==> config.mk <==
export PLATFORM = sky130hd
export DESIGN_NAME = pwr_fail_seq
export DESIGN_NICKNAME = d
export VERILOG_FILES = /design/src/rtl/pwrseq_pkg.sv /design/src/rtl/pwrseq_sync.sv /design/src/rtl/pwrseq_warn.sv /design/src/rtl/pwrseq_core.sv /design/src/rtl/pwr_fail_seq.sv
export SDC_FILE = /design/constraint.sdc
export NUM_CORES = 1
export LEC_CHECK = 0
export BUFFER_PORTS_ARGS = -buffer_cell sky130_fd_sc_hd__buf_2
export CAP_MARGIN = 20
export CORE_ASPECT_RATIO = 1.1
export CORE_MARGIN = 1.5
export CORE_UTILIZATION = 30
export CTS_BUF_LIST = sky130_fd_sc_hd__clkbuf_4 sky130_fd_sc_hd__clkbuf_8
export DETAILED_ROUTE_END_ITERATION = 7
export PLACE_DENSITY = 0.58
export SKIP_LAST_GASP = 1
export SLEW_MARGIN = 20
export SYNTH_ARGS = -nofsm -noshare
export SYNTH_HDL_FRONTEND = slang
export SYNTH_SLANG_ARGS = --single-unit
==> constraint.sdc <==
create_clock -name clk -period 2.2 [get_ports clk]
set_input_delay 0.22 -clock clk [delete_from_list [all_inputs] [get_ports clk]]
set_output_delay 0.22 -clock clk [all_outputs]
set_load 0.05 [all_outputs]
==> src/rtl/pwrseq_pkg.sv <==
package pwrseq_pkg;

    typedef enum logic [2:0] {
        PS_OFF,
        PS_WARM,
        PS_RUN,
        PS_HOLD,
        PS_WAIT,
        PS_SAMP,
        PS_CONF
    } pwr_state_e;

    typedef struct packed {
        logic reg_en;
        logic xtal_en;
        logic mon_en;
        logic sram_keep;
        logic cpu_hold;
    } pwr_ctl_t;

    function automatic pwr_ctl_t ctl_of(pwr_state_e s, logic cont);
        pwr_ctl_t c;
        c = '0;
        c.cpu_hold = 1'b1;
        case (s)
            PS_WARM, PS_HOLD: begin
                c.reg_en  = 1'b1;
                c.xtal_en = 1'b1;
                c.mon_en  = 1'b1;
            end
            PS_RUN: begin
                c.reg_en   = 1'b1;
                c.xtal_en  = 1'b1;
                c.mon_en   = 1'b1;
                c.cpu_hold = 1'b0;
            end
            PS_WAIT: begin
                c.mon_en    = cont;
                c.sram_keep = 1'b1;
            end
            PS_SAMP, PS_CONF: begin
                c.mon_en    = 1'b1;
                c.sram_keep = 1'b1;
            end
            default: ;
        endcase
        return c;
    endfunction

endpackage

==> src/rtl/pwrseq_sync.sv <==
module pwrseq_sync #(
    parameter int W = 1
) (
    input  logic         clk,
    input  logic         rst_n,
    input  logic [W-1:0] din,
    output logic [W-1:0] dout
);
    logic [W-1:0] meta_d, meta_q;
    logic [W-1:0] out_d, out_q;

    always_comb begin
        meta_d = din;
        out_d  = meta_q;
    end

    always_ff @(posedge clk or negedge rst_n) begin
        if (!rst_n) begin
            meta_q <= '0;
            out_q  <= '0;
        end else begin
            meta_q <= meta_d;
            out_q  <= out_d;
        end
    end

    assign dout = out_q;
endmodule

==> src/rtl/pwrseq_warn.sv <==
module pwrseq_warn #(
    parameter int WARN_CYC = 16
) (
    input  logic clk,
    input  logic rst_n,
    input  logic running,
    input  logic rst_ok,
    input  logic low_warn,
    input  logic clr,
    input  logic wipe,
    output logic flag
);
    localparam int CW = $clog2(WARN_CYC + 1);

    typedef struct packed {
        logic [CW-1:0] cnt;
        logic          flag;
    } warn_reg_t;

    warn_reg_t q, d;
    logic      sag;

    always_comb begin
        d   = q;
        sag = running && rst_ok && low_warn;
        if (!sag)
            d.cnt = '0;
        else if (q.cnt != CW'(WARN_CYC - 1))
            d.cnt = q.cnt + CW'(1);
        if (wipe)
            d.flag = 1'b0;
        else if (sag && q.cnt == CW'(WARN_CYC - 1))
            d.flag = 1'b1;
        else if (clr)
            d.flag = 1'b0;
    end

    always_ff @(posedge clk or negedge rst_n) begin
        if (!rst_n) q <= '0;
        else        q <= d;
    end

    assign flag = q.flag;

    AST_FLAG_NEEDS_SAG: assert property (@(posedge clk) disable iff (!rst_n)
        $rose(q.flag) |-> $past(sag));
    AST_FLAG_STICKY: assert property (@(posedge clk) disable iff (!rst_n)
        (q.flag && !clr && !wipe) |=> q.flag);
endmodule

==> src/rtl/pwrseq_core.sv <==
module pwrseq_core
    import pwrseq_pkg::*;
#(
    parameter int          EXP_LO    = 11,
    parameter int          XTAL_WARM = 64,
    parameter int          ADDR_W    = 16,
    parameter logic [15:0] COLD_VEC  = 16'h0000,
    parameter logic [15:0] PF_VEC    = 16'h8000
) (
    input  logic              clk,
    input  logic              rst_n,
    input  logic              por_ok,
    input  logic              rst_ok,
    input  logic              ext_req,
    input  logic              tick,
    input  logic [1:0]        sel,
    output pwr_ctl_t          ctl,
    output logic              running,
    output logic [ADDR_W-1:0] vec
);
    localparam int SPAN = 1 << (EXP_LO + 2);
    localparam int MAXC = (SPAN > XTAL_WARM) ? SPAN : XTAL_WARM;
    localparam int TW   = $clog2(MAXC + 1);

    typedef struct packed {
        pwr_state_e    st;
        logic [TW-1:0] tmr;
        logic [1:0]    mode;
        logic          pf_boot;
    } core_reg_t;

    core_reg_t     q, d;
    logic [TW-1:0] lim;
    logic          in_pf;

    always_comb begin
        case (q.mode)
            2'd1:    lim = TW'(SPAN >> 2);
            2'd2:    lim = TW'(SPAN >> 1);
            default: lim = TW'(SPAN);
        endcase
    end

    always_comb begin
        d = q;
        if (!por_ok) begin
            d.st      = PS_OFF;
            d.tmr     = '0;
            d.pf_boot = 1'b0;
        end else begin
            case (q.st)
                PS_OFF: begin
                    d.st      = PS_WARM;
                    d.tmr     = '0;
                    d.pf_boot = 1'b0;
                end
                PS_WARM: begin
                    if (!rst_ok && q.pf_boot) begin
                        d.st   = PS_WAIT;
                        d.tmr  = '0;
                        d.mode = sel;
                    end else if (q.tmr == TW'(XTAL_WARM - 1)) begin
                        if (rst_ok) d.st = PS_RUN;
                    end else begin
                        d.tmr = q.tmr + TW'(1);
                    end
                end
                PS_RUN, PS_HOLD: begin
                    if (!rst_ok) begin
                        d.st      = PS_WAIT;
                        d.tmr     = '0;
                        d.mode    = sel;
                        d.pf_boot = 1'b1;
                    end else if (ext_req) begin
                        d.st      = PS_HOLD;
                        d.pf_boot = 1'b0;
                    end else begin
                        d.st = PS_RUN;
                    end
                end
                PS_WAIT: begin
                    if (q.mode == 2'd0) begin
                        d.st  = PS_SAMP;
                        d.tmr = '0;
                    end else if (tick) begin
                        if (q.tmr == lim - TW'(1)) begin
                            d.st  = PS_SAMP;
                            d.tmr = '0;
                        end else begin
                            d.tmr = q.tmr + TW'(1);
                        end
                    end
                end
                PS_SAMP: begin
                    if (!rst_ok) begin
                        d.st  = PS_WAIT;
                        d.tmr = '0;
                    end else if (tick) begin
                        if (q.tmr == TW'(1)) begin
                            d.st  = PS_CONF;
                            d.tmr = '0;
                        end else begin
                            d.tmr = q.tmr + TW'(1);
                        end
                    end
                end
                PS_CONF: begin
                    if (!rst_ok) begin
                        d.st  = PS_WAIT;
                        d.tmr = '0;
                    end else if (tick) begin
                        d.st  = PS_WARM;
                        d.tmr = '0;
                    end
                end
                default: d.st = PS_OFF;
            endcase
        end
    end

    always_ff @(posedge clk or negedge rst_n) begin
        if (!rst_n) begin
            q.st      <= PS_OFF;
            q.tmr     <= '0;
            q.mode    <= '0;
            q.pf_boot <= 1'b0;
        end else begin
            q <= d;
        end
    end

    assign ctl     = ctl_of(q.st, q.mode == 2'd0);
    assign running = (q.st == PS_RUN);
    assign vec     = q.pf_boot ? ADDR_W'(PF_VEC) : ADDR_W'(COLD_VEC);
    assign in_pf   = (q.st == PS_WAIT) || (q.st == PS_SAMP) || (q.st == PS_CONF);

    AST_OFF_DARK: assert property (@(posedge clk) disable iff (!rst_n)
        !por_ok |=> (ctl.cpu_hold && !ctl.reg_en && !ctl.xtal_en && !ctl.mon_en && !ctl.sram_keep));
    AST_RELEASE_GOOD: assert property (@(posedge clk) disable iff (!rst_n)
        $fell(ctl.cpu_hold) |-> $past(rst_ok));
    AST_PF_DOMAIN_OFF: assert property (@(posedge clk) disable iff (!rst_n)
        (running && por_ok && !rst_ok) |=> (!ctl.reg_en && !ctl.xtal_en && ctl.sram_keep && ctl.cpu_hold));
    AST_SEL_HELD: assert property (@(posedge clk) disable iff (!rst_n)
        (in_pf && $past(in_pf)) |-> $stable(q.mode));
    AST_CONF_ORDER: assert property (@(posedge clk) disable iff (!rst_n)
        (q.st == PS_CONF) |-> ($past(q.st) == PS_SAMP || $past(q.st) == PS_CONF));
    AST_HOLD_ENABLES: assert property (@(posedge clk) disable iff (!rst_n)
        (running && por_ok && rst_ok && ext_req) |=> (ctl.cpu_hold && ctl.reg_en && ctl.xtal_en && ctl.mon_en));
endmodule

==> src/rtl/pwr_fail_seq.sv <==
module pwr_fail_seq
    import pwrseq_pkg::*;
#(
    parameter int          EXP_LO    = 11,
    parameter int          XTAL_WARM = 64,
    parameter int          WARN_CYC  = 16,
    parameter int          ADDR_W    = 16,
    parameter logic [15:0] COLD_VEC  = 16'h0000,
    parameter logic [15:0] PF_VEC    = 16'h8000
) (
    input  logic              clk,
    input  logic              rst_n,
    input  logic              vdd_ge_por,
    input  logic              vdd_ge_rst,
    input  logic              vdd_lt_warn,
    input  logic              pin_rst,
    input  logic              wdog_rst,
    input  logic              rosc_tick,
    input  logic [1:0]        mon_sel,
    input  logic              warn_irq_en,
    input  logic              warn_clr,
    output logic              reg_en,
    output logic              xtal_en,
    output logic              mon_en,
    output logic              sram_keep,
    output logic              cpu_rst,
    output logic              warn_flag,
    output logic              warn_irq,
    output logic [ADDR_W-1:0] boot_vec
);
    localparam int NSYNC = 5;

    logic [NSYNC-1:0] raw_in, syn_in;
    pwr_ctl_t         ctl;
    logic             running;

    assign raw_in = {wdog_rst, pin_rst, vdd_lt_warn, vdd_ge_rst, vdd_ge_por};

    pwrseq_sync #(.W(NSYNC)) u_sync (
        .clk  (clk),
        .rst_n(rst_n),
        .din  (raw_in),
        .dout (syn_in)
    );

    pwrseq_core #(
        .EXP_LO   (EXP_LO),
        .XTAL_WARM(XTAL_WARM),
        .ADDR_W   (ADDR_W),
        .COLD_VEC (COLD_VEC),
        .PF_VEC   (PF_VEC)
    ) u_core (
        .clk    (clk),
        .rst_n  (rst_n),
        .por_ok (syn_in[0]),
        .rst_ok (syn_in[1]),
        .ext_req(syn_in[3] | syn_in[4]),
        .tick   (rosc_tick),
        .sel    (mon_sel),
        .ctl    (ctl),
        .running(running),
        .vec    (boot_vec)
    );

    pwrseq_warn #(.WARN_CYC(WARN_CYC)) u_warn (
        .clk     (clk),
        .rst_n   (rst_n),
        .running (running),
        .rst_ok  (syn_in[1]),
        .low_warn(syn_in[2]),
        .clr     (warn_clr),
        .wipe    (!syn_in[0]),
        .flag    (warn_flag)
    );

    assign reg_en    = ctl.reg_en;
    assign xtal_en   = ctl.xtal_en;
    assign mon_en    = ctl.mon_en;
    assign sram_keep = ctl.sram_keep;
    assign cpu_rst   = ctl.cpu_hold;
    assign warn_irq  = warn_flag & warn_irq_en;

    AST_IRQ_GATED: assert property (@(posedge clk) disable iff (!rst_n)
        warn_irq |-> (warn_flag && warn_irq_en));
endmodule

==> flow_summary.json, run 1 <==
{
  "tightest_slew_ns": 0.8318,
  "crit_chain": "ha_2, and3_1, and3_1, and4_1, buf_12, or4_1, a22oi_2",
  "seqCellArea_sq_um": 900.9,
  "grt_setup_unrepaired": "yes",
  "clk-insertion-delay-late_ns": 0.29,
  "start_kind": "flop",
  "port_buffers": 19,
  "setup_violations": 0,
  "final_common_cell": "dfrtp_1",
  "drive_above_1_share_pct": 26.89,
  "synthCells": 239,
  "ant_nets": 0,
  "routed_wl_mm": 4.623,
  "drt-initial-drc-count": 42,
  "dpl.hpwl_mm": 3.338,
  "htreeDepth": 2,
  "drc_errors": 0,
  "combPwrFrac_pct": 40.2,
  "layout_setup_ws_ns": 0.08772,
  "coreArea_sq_um": 7432,
  "power_density_nw_per_um2": 839.2,
  "via_per_inst": 5.066,
  "synthDistinctLibCells": 53,
  "slew_headroom_pct": 44.55,
  "p_leak_nw": 1.071,
  "fmax_mhz": 473.4,
  "swShare_pct": 40.34,
  "yosysWarnings": 0,
  "synth-seq-area-share_pct": 39.39,
  "die_y_microns": 94.58,
  "mostFrequentLayoutCells": "36 x dfrtp_1, 19 x nand2_1, 19 x buf_2, 16 x nor2_1, 15 x conb_1",
  "syn_area_sq_um": 2287,
  "total_power_mw": 2.167,
  "grtUsageTotal_pct": 12.74,
  "design.die.area_sq_um": 8157,
  "multi_input_area_sq_um": 1186,
  "cts_tree": "yes",
  "dpl_worst_slack_ns": -0.06860,
  "crit_top_cell": "and3_1",
  "reg2reg_setup_slack_ns": 0.09,
  "hold_buffers": 0,
  "path_max_fanout": 28,
  "cts_sinks": 36,
  "clock_path_buffers": 2,
  "min_period_over_period_pct": 96.01,
  "critPathMaxStageDelay_ns": 0.51,
  "synth_area_leaders": "dfrtp_1 39%, buf_4 6.6%, a22oi_2 4.9%",
  "drv_cap": 0,
  "grt_overflow": 0,
  "synth_edf_count": 0,
  "dieWidth_microns": 86.25,
  "num_vias": 1778,
  "cts_made_buffers": 5,
  "final_net_count": 281,
  "grt_pass1_wl_mm": 8.224,
  "clkPwrFrac_pct": 24.0,
  "switchingPower_uw": 874.3,
  "start_util_pct": 30.77,
  "p_int_mw": 1.293,
  "place.gp.congestion": 0.7506,
  "synth_seq_cells": 36,
  "antenna_found_initial": 0,
  "synth_top_area_share_pct": 39.39,
  "outcome": "finished, final reports clean",
  "max-vdd-ir-drop_mv": 0.2673,
  "fin_area_sq_um": 2582,
  "cp-end-kind": "flop",
  "cp_slowest_cell": "or4_1",
  "dr.pass1.iters": 4,
  "crit_arrival_ns": 2.32,
  "place_area_sq_um": 2440,
  "rows": 33,
  "area_delta_synth_final_pct": 12.91,
  "clk_pin_slew_ns": 0.07,
  "root_buffer": "clkbuf_8",
  "grt_pass1_vias": 1733,
  "async_reset_ff_share_pct": 100.0,
  "whs_ns": 0.02646,
  "synth-main-ff-cell": "dfrtp_1",
  "synth.largest_area_cell": "dfrtp_1",
  "hold_violations": 0,
  "cp.required_ns": 2.41,
  "avgRoutedWirePerCell_microns": 13.17,
  "tns_ns": 0,
  "fillers": 784,
  "final_max_slew_viol_count": 0,
  "worstSetupPathType": "reg2reg",
  "seq_power_share_pct": 35.7,
  "period_needed_ns": 2.112,
  "diodes": 0,
  "skew_ns": 0.008885,
  "io_pins": 35,
  "grt_start_max_net_pins": 37,
  "hp-class": "in2async",
  "avgSynthCellArea_sq_um": 9.570
}
## what timing repair did
item | 4_1_cts | 5_1_grt
pin swaps | 0 | 8
endpoints found under the hold margin | 0 | 0
resized for setup | 1 | 11
buffers inserted | 0 | 1
setup endpoints to repair | 11 | 16
## sequential cells by signal, summed over array words and instances (netlist names)
name           count
u_sync.dout        5
u_warn.q           5
u_warn.flag        1
u_sync.meta_q      5
u_core.q          20
## per-stage QoR
step           utilization [%]  std cells
2_1_floorplan                -        253
3_3_place_gp             32.83        342
3_5_place_dp             32.83        342
4_1_cts                  34.21        350
5_1_grt                  34.75        351
6_report                 34.75        351
## routing by layer
layer / vias to the layer above / part of all wire (%) / GRT usage, %
met5: - / 0 / 0
met4: 0 / 1.6 / 4.839
met3: 6 / 3.1 / 2.622
met2: 36 / 49 / 21.46
met1: 858 / 46 / 16.05
li1: 878 / - / -
## power groups by stage
stage | logic [mW] | clock network [mW] | registers, mW
floorplan | 0.746 | 0 | 0.746
finish | 0.872 | 0.520 | 0.775
global placement | 0.835 | 0 | 0.783
detailed placement | 0.845 | 0 | 0.785
global route | 0.951 | 0.562 | 0.785
CTS | 0.850 | 0.537 | 0.772
## worst max-delay path, delay by kind of cell (launching register included)
| family | cells | cell delay, ns |
|---|---|---|
| AND/OR/NAND/NOR | 4 | 1.09 |
| adder cells (fa/ha/maj) | 1 | 0.20 |
| flip-flops | 1 | 0.42 |
| AO/OA/AOI/OAI | 1 | 0.15 |
| buffers and inverters | 1 | 0.16 |
## cell type report
cell class / instances / share of cell area (%)
timing repair buffer: 36 / 9.738
clock buffer: 8 / 3.779
inverter: 10 / 1.453
sequential: 36 / 34.88
tap: 87 / 4.215
multi-input combinational: 174 / 45.93
## worst paths after layout
| kind | depth (start not counted) | to | startpoint |
|---|---|---|---|
| setup / recovery | 7 | u_core.q[11] | u_core.q[4] |
| hold reg to reg | 0 | u_sync.dout[2] | u_sync.meta_q[2] |
| hold / removal | 1 | u_core.q[9] | rst_n |
| min in group clk | 1 | u_sync.meta_q[0] | vdd_ge_por |
| max in group asynchronous | 1 | u_warn.q[5] | rst_n |
| setup reg to reg | 7 | u_core.q[11] | u_core.q[4] |
## Yosys cell counts, types with 3 or more instances
library cell / count
ha_1: 6
nor2_1: 16
or4_1: 11
a21oi_1: 5
nand3_1: 7
nand4_1: 4
and3_1: 3
and2_1: 4
clkbuf_1: 3
nand2_1: 19
or3_1: 4
a22oi_2: 9
nor2b_1: 4
buf_2: 3
inv_1: 10
dfrtp_1: 36
nand2b_1: 3
xnor2_1: 3
buf_4: 20
buf_6: 6
a21boi_0: 3
o21ai_0: 11
o211ai_1: 3
o31ai_1: 9
## kinds of logic (layout without fill, tap and decap cells)
| logic type | count (synthesis) | after routing | share of synthesized area, % |
|---|---|---|---|
| AND/OR/NAND/NOR | 90 | 90 | 23.03 |
| AO/OA/AOI/OAI | 57 | 57 | 19.26 |
| buffers and inverters | 43 | 54 | 12.53 |
| flip-flops | 36 | 36 | 39.39 |
| adder cells (fa/ha/maj) | 6 | 6 | 3.282 |
| XOR/XNOR | 5 | 5 | 1.915 |
| other | 1 | 15 | 0.1640 |
| multiplexers | 1 | 1 | 0.4377 |
(Power assumes the default switching activity.)
==> inputs of run 2 (changes only) <==
RECOVER_POWER = 25   (was default)
SETUP_SLACK_MARGIN = 0.1   (was default)
==> run 2 against run 1 <==
  * Register-to-register slack better by 0.04 ns
  * Via count up 3.6%
  * Non-clock buffer count up 9
  * Hold slack barely moved
  * Maximum frequency rose by 1.9%
  * Combinational power up 16%
  * Die area stayed put
  * Clock skew is 0.00095 ns lower
  * Critical endpoint is now u_core.q[13]
==> flow_summary.json, run 2 (synthesis results as in run 1) <==
{
  "grt_start_max_net_pins": 37,
  "setup_violations": 0,
  "period_needed_ns": 2.073,
  "cts_tree": "yes",
  "rows": 33,
  "switchingPower_uw": 932.6,
  "antenna_found_initial": 0,
  "port_buffers": 19,
  "drt-initial-drc-count": 41,
  "num_vias": 1842,
  "cts_sinks": 36,
  "holdPathStages": 1,
  "worstSetupPathType": "reg2reg",
  "combPwrFrac_pct": 43.7,
  "drv_cap": 0,
  "htreeDepth": 2,
  "whs_ns": 0.02636,
  "use_met1_pct": 15.95,
  "dr.pass1.iters": 4,
  "layout_setup_ws_ns": 0.1266,
  "design.die.area_sq_um": 8157,
  "crit_arrival_ns": 2.29,
  "path_max_fanout": 8,
  "tns_ns": 0,
  "cts_made_buffers": 5,
  "dpl_worst_slack_ns": -0.06860,
  "swShare_pct": 40.39,
  "avgRoutedWirePerCell_microns": 13.79,
  "drc_errors": 0,
  "place.gp.congestion": 0.7506,
  "io_pins": 35,
  "drive_above_1_share_pct": 32.12,
  "area_delta_synth_final_pct": 19.20,
  "clk_pin_slew_ns": 0.08,
  "grt_pass1_vias": 1731,
  "dpl.hpwl_mm": 3.338,
  "start_util_pct": 30.77,
  "clk-insertion-delay-late_ns": 0.29,
  "grt_pass1_wl_mm": 8.211,
  "max-vdd-ir-drop_mv": 0.2180,
  "final_net_count": 291,
  "grtUsageMet3_pct": 2.622,
  "coreArea_sq_um": 7432,
  "seq_power_share_pct": 33.5,
  "diodes": 0,
  "dieWidth_microns": 86.25,
  "power_density_nw_per_um2": 846.9,
  "slew_headroom_pct": 38.27,
  "clkPwrFrac_pct": 22.8,
  "die_y_microns": 94.58,
  "utilization_pct": 36.68,
  "cp-end-kind": "flop",
  "outcome": "finished, final reports clean",
  "min_period_over_period_pct": 94.25,
  "root_buffer": "clkbuf_8",
  "p_int_mw": 1.376,
  "final_common_cell": "dfrtp_1",
  "final_max_slew_viol_count": 0,
  "mostFrequentLayoutCells": "36 x dfrtp_1, 22 x buf_4, 19 x nand2_1, 18 x buf_2, 16 x nor2_1",
  "reg2reg_setup_slack_ns": 0.13,
  "ff2ff_path_depth": 7,
  "p_leak_nw": 1.146,
  "busiest_layer": "met2",
  "met2_usage_pct": 21.52,
  "cp.required_ns": 2.42,
  "fmax_mhz": 482.3,
  "ant_nets": 0,
  "start_kind": "flop",
  "grt_setup_unrepaired": "yes",
  "hold_violations": 0,
  "grt_overflow": 0,
  "hp-class": "in2reg",
  "top_register": "u_core.q",
  "clock_path_buffers": 2,
  "grtUsageTotal_pct": 12.72,
  "tightest_slew_ns": 0.9260,
  "via_per_inst": 5.102,
  "routed_wl_mm": 4.979,
  "skew_ns": 0.007933,
  "largest_reg_flops": 20,
  "fillers": 765
}
[run 2: changes by cell type in the layout (fill, tap and decap cells not counted), moves of 2 or more]
cell / before / now
buf_4: 14 / 22
ha_4: 0 / 2
or4_4: 2 / 5
or4_1: 11 / 8
[run 2: through the flow]
stage          total power, mW  cells  cell area (sq um)
2_1_floorplan            1.492    253               2340
3_3_place_gp             1.618    342               2440
3_5_place_dp             1.630    342               2440
4_1_cts                  2.176    351               2576
5_1_grt                  2.444    361               2726
6_report                 2.309    361               2726
[run 2: worst paths after layout]
kind,from,to
hold / removal,vdd_ge_por,u_sync.meta_q[0]
max in group asynchronous,rst_n,u_core.q[18]
min in group asynchronous,rst_n,u_core.q[9]
setup / recovery,u_core.q[1],u_core.q[13]
hold reg to reg,u_sync.meta_q[2],u_sync.dout[2]
setup reg to reg,u_core.q[1],u_core.q[13]
[run 2: cell type report]
type / instances / area [sq um] / area share (%)
Clock buffer: 8 / 97.59 / 3.580
Inverter: 10 / 37.54 / 1.377
Multi-Input combinational cell: 175 / 1245 / 45.66
Sequential cell: 36 / 900.9 / 33.04
Tap cell: 87 / 108.9 / 3.993
Timing Repair Buffer: 45 / 336.6 / 12.35
[run 2: repair_timing]
action,CTS,global route
setup endpoints to repair,15,16
gates cloned,0,2
pin swaps,5,18
buffers inserted,1,8
hold buffers,0,0
resized for setup,9,13
[run 2: layer usage]
| metal | routed length, microns | vias to the layer above |
|---|---|---|
| met4 | 75 | 0 |
| met3 | 165 | 5 |
| met2 | 2419 | 45 |
| met5 | 0 | - |
| met1 | 2319 | 891 |
| li1 | - | 901 |
[run 2: power groups by stage]
stage,registers (mW),clock network [mW],logic [mW]
2_1_floorplan,0.746,0,0.746
3_3_place_gp,0.783,0,0.835
3_5_place_dp,0.785,0,0.845
4_1_cts,0.773,0.537,0.866
5_1_grt,0.785,0.564,1.09
6_report,0.774,0.526,1.01
[run 2: worst max-delay path, stage by stage, from the launching register on]
cell and delay (ns):
dfrtp_1 0.39, inv_2 0.08, ha_4 0.13, nor2_1 0.05
a211o_1 0.36, a211o_4 0.41, or4_1 0.42, a22oi_2 0.15
==> inputs of run 3 (changes only) <==
REMOVE_ABC_BUFFERS = 1   (was default)
==> run 3 against run 2 <==
  * The run now ends with capacitance limit, slew limit left
  * Via count down 5.5%
  * Maximum frequency rose by 1.0%
  * Largest power group unchanged
  * Hold slack better by 0.0057 ns
  * Die area did not move
  * Utilization shrank 1.9 points
  * Combinational power is 14% lower
  * Highest routed layer unchanged
==> flow_summary.json, run 3 (synthesis results as in run 1) <==
{
  "ant_nets": 0,
  "cts_tree": "yes",
  "clock_path_buffers": 2,
  "port_buffers": 19,
  "worstSetupPathType": "reg2reg",
  "htreeDepth": 2,
  "design.die.area_sq_um": 8157,
  "combPwrFrac_pct": 40.4,
  "antenna_found_initial": 0,
  "coreArea_sq_um": 7432,
  "total_power_mw": 2.156,
  "hp-start": "vdd_ge_rst",
  "hp-class": "in2reg",
  "io_pins": 35,
  "skew_ns": 0.005188,
  "clkPwrFrac_pct": 23.6,
  "whs_ns": 0.03201,
  "setup_violations": 0,
  "grt_overflow": 0,
  "place_area_sq_um": 2417,
  "swShare_pct": 40.85,
  "avgRoutedWirePerCell_microns": 12.87,
  "root_buffer": "clkbuf_8",
  "tns_ns": 0,
  "r2r-end": "u_core.q[17]",
  "area_delta_synth_final_pct": 13.13,
  "cp-end-kind": "flop",
  "drc_errors": 0,
  "dpl_worst_slack_ns": -0.1356,
  "rows": 33,
  "final_net_count": 280,
  "dieWidth_microns": 86.25,
  "diodes": 0,
  "reg2reg_setup_slack_ns": 0.15,
  "place.gp.congestion": 0.8197,
  "fmax_mhz": 487.2,
  "fin_area_sq_um": 2587,
  "hold_buffers": 0,
  "grt_start_max_net_pins": 37,
  "num_vias": 1740,
  "p_int_mw": 1.275,
  "grt_pass1_wl_mm": 7.790,
  "max-vdd-ir-drop_mv": 0.2543,
  "hold_violations": 0,
  "grt_setup_unrepaired": "yes",
  "crit_arrival_ns": 2.26,
  "dr.pass1.iters": 4,
  "reg2reg_from": "u_core.q[3]",
  "die_y_microns": 94.58,
  "dpl.hpwl_mm": 3.124,
  "seq_power_share_pct": 36.0,
  "switchingPower_uw": 880.9,
  "crit_start": "u_core.q[3]",
  "start_util_pct": 30.77,
  "top_register": "u_core.q",
  "final_common_cell": "dfrtp_1",
  "grtUsageTotal_pct": 12.00,
  "drt-initial-drc-count": 80,
  "largest_reg_flops": 20,
  "tightest_slew_ns": 1.935,
  "clk_pin_slew_ns": 0.08,
  "final_max_slew_viol_count": 37,
  "period_needed_ns": 2.053,
  "via_per_inst": 4.971,
  "cp.required_ns": 2.40,
  "ff2ff_path_depth": 7,
  "path_max_fanout": 4,
  "start_kind": "flop",
  "min_period_over_period_pct": 93.30,
  "mostFrequentLayoutCells": "36 x dfrtp_1, 19 x nand2_1, 18 x buf_2, 16 x nor2_1, 15 x conb_1",
  "cts_made_buffers": 5,
  "grt_pass1_vias": 1654,
  "layout_setup_ws_ns": 0.1473,
  "drive_above_1_share_pct": 26.62,
  "hold_end": "u_sync.meta_q[1]",
  "violations": "capacitance limit, slew limit",
  "holdPathStages": 1,
  "slew_headroom_pct": -29.00,
  "power_density_nw_per_um2": 833.3,
  "cts_sinks": 36,
  "clk-insertion-delay-late_ns": 0.29,
  "drv_cap": 1,
  "p_leak_nw": 1.055,
  "routed_wl_mm": 4.505,
  "outcome": "finished with violations"
}
==> run 3: changes by cell type in the layout (fill, tap and decap cells not counted), sizes merged <==
| cell | before | now |
|---|---|---|
| buf | 43 | 34 |
| clkbuf | 10 | 7 |
| clkinvlp | 0 | 2 |
| a21o | 2 | 1 |
==> run 3: power groups by stage <==
stage	registers, mW	logic [mW]	clock network, mW
3_5_place_dp	0.790	0.827	0
4_1_cts	0.776	0.841	0.529
6_report	0.777	0.871	0.509
3_3_place_gp	0.789	0.826	0
5_1_grt	0.785	0.960	0.552
2_1_floorplan	0.806	0.584	0
==> run 3: worst max-delay path by stage <==
stage	slack, ns	cells after the start	to
CTS	0.14	7	u_core.q[11]
floorplan	0.03	7	u_core.q[16]
global placement	-0.08	7	u_core.q[16]
finish	0.15	7	u_core.q[17]
detailed placement	-0.14	7	u_core.q[16]
global route	0.02	8	u_core.q[6]
==> run 3: what timing repair did <==
action	CTS	global route
pin swaps	1	5
resized for setup	6	7
endpoints found under the setup margin	13	16
buffers inserted	0	3
endpoints found under the hold margin	0	0
==> run 3: final cells by class <==
cell class | instances | area [sq um]
clock buffer | 6 | 82.58
clock inverter | 2 | 15.01
fill | 752 | 4845
inverter | 10 | 37.54
multi-input combinational | 174 | 1204
sequential | 36 | 900.9
tap | 87 | 108.9
timing repair buffer | 35 | 239.0
==> run 3: worst max-delay path, stage by stage (launching register included) <==
cell,delay (ns)
dfrtp_1,0.36
buf_4,0.14
ha_4,0.12
or4b_4,0.46
nor4_4,0.27
nor2_1,0.09
or3_4,0.34
o211ai_1,0.19
==> run 3: per-layer routing <==
layer	wire length [microns]	GRT usage (%)	vias up	part of all wire, %
met4	29	4.301	0	0.64
met3	186	2.448	5	4.1
met1	2082	15.41	813	46
met2	2206	20.01	41	49
met5	0	0	-	0
li1	-	-	881	-
==> run 3: through the flow <==
step	cells	utilization (%)
2_1_floorplan	220	-
3_3_place_gp	339	32.53
3_5_place_dp	339	32.53
4_1_cts	347	34.19
5_1_grt	350	34.81
6_report	350	34.81
